$ cat config.mk
export PLATFORM = sky130hd
export DESIGN_NAME = irq_vector_encoder
export DESIGN_NICKNAME = d
export VERILOG_FILES = /design/src/rtl/ivse_pkg.sv /design/src/rtl/ivse_prio_enc.sv /design/src/rtl/ivse_merge.sv /design/src/rtl/ivse_hold.sv /design/src/rtl/irq_vector_encoder.sv
export SDC_FILE = /design/constraint.sdc
export NUM_CORES = 1
export LEC_CHECK = 0
export CAP_MARGIN = 20
export CORE_MARGIN = 2
export CORE_UTILIZATION = 38
export CTS_CLUSTER_DIAMETER = 200
export DETAILED_ROUTE_END_ITERATION = 8
export PLACE_DENSITY = 0.91
export SYNTH_ARGS = -nofsm -noshare
export SYNTH_HDL_FRONTEND = slang
export SYNTH_SLANG_ARGS = --single-unit
$ cat constraint.sdc
create_clock -name clk -period 2.8 [get_ports clk]
set_input_delay 0.56 -clock clk [delete_from_list [all_inputs] [get_ports clk]]
set_output_delay 0.56 -clock clk [all_outputs]
set_load 0.05 [all_outputs]
$ cat src/rtl/ivse_pkg.sv
package ivse_pkg;

    localparam int VEC_W  = 8;
    localparam int CODE_W = 3;

    typedef logic [VEC_W-1:0]  vec_t;
    typedef logic [CODE_W-1:0] code_t;

    typedef enum logic [1:0] {
        ACC_ACK   = 2'd0,
        ACC_STS   = 2'd1,
        ACC_OTHER = 2'd2
    } acc_kind_e;

    typedef struct packed {
        vec_t vec;
        logic drive;
    } rd_word_t;

    function automatic acc_kind_e classify(input logic ack, input logic sts_chan);
        if (ack)           return ACC_ACK;
        else if (sts_chan) return ACC_STS;
        else               return ACC_OTHER;
    endfunction

    function automatic vec_t field_mask(input int pos);
        vec_t m;
        m = '0;
        for (int i = 0; i < CODE_W; i++) m[pos + i] = 1'b1;
        return m;
    endfunction

endpackage

$ cat src/rtl/ivse_prio_enc.sv
module ivse_prio_enc
    import ivse_pkg::*;
#(
    parameter int    NSRC      = 6,
    parameter code_t NONE_CODE = 3'b111
) (
    input  logic [NSRC-1:0] pend,
    output code_t           code
);
    logic [NSRC:0]   blocked;
    logic [NSRC-1:0] win;

    assign blocked[0] = 1'b0;

    for (genvar i = 0; i < NSRC; i++) begin : g_chain
        assign win[i]       = pend[i] & ~blocked[i];
        assign blocked[i+1] = blocked[i] | pend[i];
    end

    always_comb begin
        code = NONE_CODE;
        for (int i = 0; i < NSRC; i++)
            if (win[i]) code = code_t'(i);
    end

    // the none-pending code appears exactly when nothing is pending
    always_comb begin
        p_none_code_r2: assert ((code == NONE_CODE) == (pend == '0))
            else $error("p_none_code_r2");
    end

endmodule

$ cat src/rtl/ivse_merge.sv
module ivse_merge
    import ivse_pkg::*;
#(
    parameter int LO_POS = 1,
    parameter int HI_POS = 4
) (
    input  vec_t  base,
    input  code_t code,
    input  logic  incl,
    input  logic  stat_hi,
    output vec_t  merged
);
    for (genvar b = 0; b < VEC_W; b++) begin : g_bit
        localparam bit IN_LO  = (b >= LO_POS) && (b < LO_POS + CODE_W);
        localparam bit IN_HI  = (b >= HI_POS) && (b < HI_POS + CODE_W);
        localparam int OFF_LO = IN_LO ? b - LO_POS : 0;
        localparam int OFF_HI = IN_HI ? b - HI_POS : 0;
        always_comb begin
            if (incl && IN_HI && stat_hi)       merged[b] = code[OFF_HI];
            else if (incl && IN_LO && !stat_hi) merged[b] = code[OFF_LO];
            else                                merged[b] = base[b];
        end
    end

    // bits outside the selected field keep the base value
    vec_t sel_mask;
    assign sel_mask = incl ? field_mask(stat_hi ? HI_POS : LO_POS) : '0;
    always_comb begin
        p_outside_field_r3: assert ((merged & ~sel_mask) == (base & ~sel_mask))
            else $error("p_outside_field_r3");
    end

endmodule

$ cat src/rtl/ivse_hold.sv
module ivse_hold
    import ivse_pkg::*;
(
    input  logic     clk,
    input  logic     rst,
    input  logic     rd,
    input  rd_word_t live,
    output rd_word_t held
);
    logic rd_q;

    always_ff @(posedge clk) begin
        if (rst) begin
            rd_q <= 1'b0;
            held <= '0;
        end else begin
            rd_q <= rd;
            if (!rd_q) held.vec <= live.vec;
            if (!rd)       held.drive <= 1'b0;
            else if (!rd_q) held.drive <= live.drive;
        end
    end

    // once a read is under way the captured byte does not move
    p_hold_stable_r9: assert property (@(posedge clk) disable iff (rst)
        (rd_q && rd) |=> $stable(held))
        else $error("p_hold_stable_r9");

    // drive enable is released after the strobe is gone
    p_drive_drop_r10: assert property (@(posedge clk) disable iff (rst)
        !rd |=> !held.drive)
        else $error("p_drive_drop_r10");

endmodule

$ cat src/rtl/irq_vector_encoder.sv
module irq_vector_encoder
    import ivse_pkg::*;
#(
    parameter int    NSRC      = 6,
    parameter int    LO_POS    = 1,
    parameter int    HI_POS    = 4,
    parameter code_t NONE_CODE = 3'b111
) (
    input  logic            clk,
    input  logic            rst,
    input  logic [7:0]      base_vec,
    input  logic [NSRC-1:0] pend,
    input  logic            vis_en,
    input  logic            stat_hi,
    input  logic            no_vec,
    input  logic            ack,
    input  logic            rd,
    input  logic            sts_chan,
    output logic [7:0]      vec_out,
    output logic            bus_drive
);
    acc_kind_e kind;
    code_t     code;
    logic      incl;
    vec_t      merged;
    rd_word_t  live, held;

    assign kind = classify(ack, sts_chan);
    assign incl = vis_en | (kind == ACC_STS);

    ivse_prio_enc #(.NSRC(NSRC), .NONE_CODE(NONE_CODE)) u_prio (
        .pend (pend),
        .code (code)
    );

    ivse_merge #(.LO_POS(LO_POS), .HI_POS(HI_POS)) u_merge (
        .base    (base_vec),
        .code    (code),
        .incl    (incl),
        .stat_hi (stat_hi),
        .merged  (merged)
    );

    always_comb begin
        live.vec = merged;
        unique case (kind)
            ACC_ACK: live.drive = !no_vec;
            ACC_STS: live.drive = 1'b1;
            default: live.drive = 1'b0;
        endcase
    end

    ivse_hold u_hold (
        .clk  (clk),
        .rst  (rst),
        .rd   (rd),
        .live (live),
        .held (held)
    );

    assign vec_out   = held.vec;
    assign bus_drive = held.drive;

    // acknowledge read with vector suppressed never drives the bus
    p_no_vector_r6: assert property (@(posedge clk) disable iff (rst)
        (rd && !$past(rd) && ack && no_vec) |=> !bus_drive)
        else $error("p_no_vector_r6");

    // a read that is neither acknowledge nor status channel never drives
    p_other_read_r7: assert property (@(posedge clk) disable iff (rst)
        (rd && !$past(rd) && !ack && !sts_chan) |=> !bus_drive)
        else $error("p_other_read_r7");

endmodule

==> flow_summary_export.csv <==
group,metric,value,unit
min_path,min_path_type,"reg -> reg",
critical_path,slowest_stage,"clkdlybuf4s50_1",
synth,synth_compound_area_frac,0.249,
sta,fmax,0.496,GHz
critical_path,cp.depth,1,
global_routing,antenna_found_initial,0,
synth,syn-cell-area,518,sq um
synth,synth_fa_ha_area_frac,0,
sta,setup_viol,0,
floorplanning,coreArea,0.00128,sq mm
sta,finalCriticalPeriod,2020,ps
critical_path,crit_type,"reg -> out",
synth,synthMuxAreaShare,0.106,
clocking,post_cts_buffers,0,
clocking,clk_pin_slew,70,ps
critical_path,cpPeakStageDelay,820,ps
critical_path,cp_top_family,"buffers and inverters",
clocking,cts_buffers,3,
critical_path,critPathLaunch,"u_hold.held[2]",
placed_design,dp_hpwl,1.06,mm
sta,finalHoldViolations,0,
layout,synthToLayoutAreaGrowth,66.2,%
global_routing,grt_max_degree,12,
synth,yosys-top-cells-count,"nor2_1, dfxtp_1, a21oi_1, mux2i_1",
run,maxCapViolCount,0,
layout,final_util,0.670,
floorplanning,ios,31,
global_routing,grt_pass1_wl,2.06,mm
sta,worstMarginPinSlew,505,ps
clocking,clock-root-buffer,"clkbuf_4",
critical_path,reg2regPathDepth,4,
synth,synthArstFlopShare,0,
synth,synth_edf_count,0,
synth,synth-simple-area-share,0.213,
drt,vias,531,
floorplanning,rows,13,
critical_path,crit_buf_inv,1,
synth,synth_top_family_by_area,"compound AO/OA/AOI/OAI gates",
clocking,htree_levels,1,
synth,ys_warn_count,0,
floorplanning,initial_core_util,0.403,
placed_design,finalWeightedCongestion,0.763,
layout,nNetsFinal,111,
sta,fin_crit_sh,0.721,
layout,drive_gt1_frac,0.136,
placed_design,port_buffers,30,
critical_path,required,2240,ps
drt,ant_nets,0,
critical_path,crit-reg2reg-launch,"u_hold.rd_q",
global_routing,grt_pass1_vias,498,
global_routing,overflow,0,
synth,synth_fp_nets,78,
critical_path,crit_path_start_kind,"flop",
critical_path,crit_path_end_kind,"primary output",
drt,wirelength,1.33,mm
global_routing,grtUsageTotal,0.195,
floorplanning,die_w,40.9,um
drt,wl_per_cell,12.9,um
drt,avgViaCountPerCell,5.16,
power,power.leakage,0.359,nW
synth,yosys.area.top_type,"dfxtp_1",
power,ir_drop,0.000270,V
power,p_per_area,486,mW/mm^2
critical_path,r2r_end,"u_hold.held[2]",
synth,syn_area_per_cell,9.25,sq um
clocking,clock_path_buffers,2,
sta,rsz0062_at_grt,"false",
sta,relSlewSlack,0.662,
critical_path,path_cells,"clkdlybuf4s50_1",
drt,drtPass1Iterations,4,
synth,synth_area_leaders,"dfxtp_1, nor2_1, mux2i_1",
layout,diodes,0,
sta,final_max_slew_viol_count,0,
synth,synth-seq-cells,10,
clocking,cts_sinks,10,
drt,drt_iter0_markers,9,
synth,seq_area_frac_synth,0.386,
synth,synth_cell_types,25,
power,power,0.419,mW
critical_path,cp.arrival,1460,ps
sta,fin_tns_setup,0,ps
clocking,cts_tree,"yes",
floorplanning,die_area,0.00167,sq mm
critical_path,r2r_slack,1510,ps
synth,synth_most_common_cell,"nor2_1",
synth,syn_inst,56,
synth,synth-xor-area-share,0,
status,status,"completed",
critical_path,worstPathMaxFanout,3,
critical_path,crit_path_end,"vec_out[1]",
clocking,clk_latency,270,ps
synth,synth_top_area_share,0.386,
clocking,cts_resized,0,
drt,drc,0,
sta,finClkSkew,5.29,ps
floorplanning,die_h,40.9,um
clocking,cts_hold_buf,0,
synth,synthFlopType,"dfxtp_1",
## per-layer routing
layer  GRT usage  share of wire  up-vias
li1            -              -      264
met1       0.206           0.41      245
met2       0.352           0.52       20
met3      0.0652          0.066        2
met4      0.0750         0.0060        0
met5           0              0        -
## metrics by stage
step	std cells	hold slack [ps]	instance area, sq um	setup slack [ps]
final	103	489	861	782
after global routing	103	507	861	752
after CTS	103	493	861	773
after detailed placement	99	470	825	821
after global placement	99	468	825	874
after floorplan	56	589	518	1400
## sequential cells by signal, summed over array words and instances (netlist names)
register     flops
u_hold.held      9
u_hold.rd_q      1
## worst min path at each step
stage                   startpoint        endpoint  slack [ps]  depth (start not counted)
CTS                 u_hold.held[0]  u_hold.held[0]         490                          1
detailed placement  u_hold.held[4]  u_hold.held[4]         470                          1
global placement    u_hold.held[0]  u_hold.held[0]         470                          1
floorplan              u_hold.rd_q  u_hold.held[1]         590                          3
global route        u_hold.held[0]  u_hold.held[0]         510                          1
finish              u_hold.held[0]  u_hold.held[0]         490                          1
## layout by cell type, fill, tap and decap left out
cell	synthesis	layout
nor2b_1	2	2
or3_1	1	1
a31o_2	1	1
nand2_1	1	1
o221a_2	1	1
o21ba_4	1	1
mux2i_1	4	4
a21oi_1	4	4
nor2b_4	1	1
o31a_1	1	1
mux2_4	1	1
o21ai_2	1	1
inv_2	1	1
o211a_1	2	2
dfxtp_1	10	10
clkdlybuf4s50_1	0	30
nand2b_1	1	1
nor4b_1	1	1
a32o_1	1	1
nor2_1	13	13
nor3_2	1	1
a221o_1	1	1
clkbuf_4	0	3
clkbuf_8	0	1
inv_1	2	2
a211oi_1	2	2
## where the power goes
group	switching (mW)	total, mW	leakage, nW	internal [mW]
combinational	0.0641	0.127	0.255	0.0626
sequential	0.00762	0.161	0.0830	0.153
clock	0.0525	0.131	0.0210	0.0790
total	0.124	0.419	0.359	0.294
## cell families (layout without fill, tap and decap cells)
family,Yosys count,count (layout)
flip-flops,10,10
AND/OR/NAND/NOR,21,21
multiplexers,5,5
buffers and inverters,5,37
AO/OA/AOI/OAI,15,15
## cell type report
| type | count | area (sq um) |
|---|---|---|
| clock buffer | 4 | 36.3 |
| fill | 124 | 424 |
| inverter | 3 | 11.3 |
| multi-input combinational | 41 | 294 |
| sequential | 10 | 200 |
| tap | 15 | 18.8 |
| timing repair buffer | 30 | 300 |
Note: power is estimated with default switching activity, not from simulation.
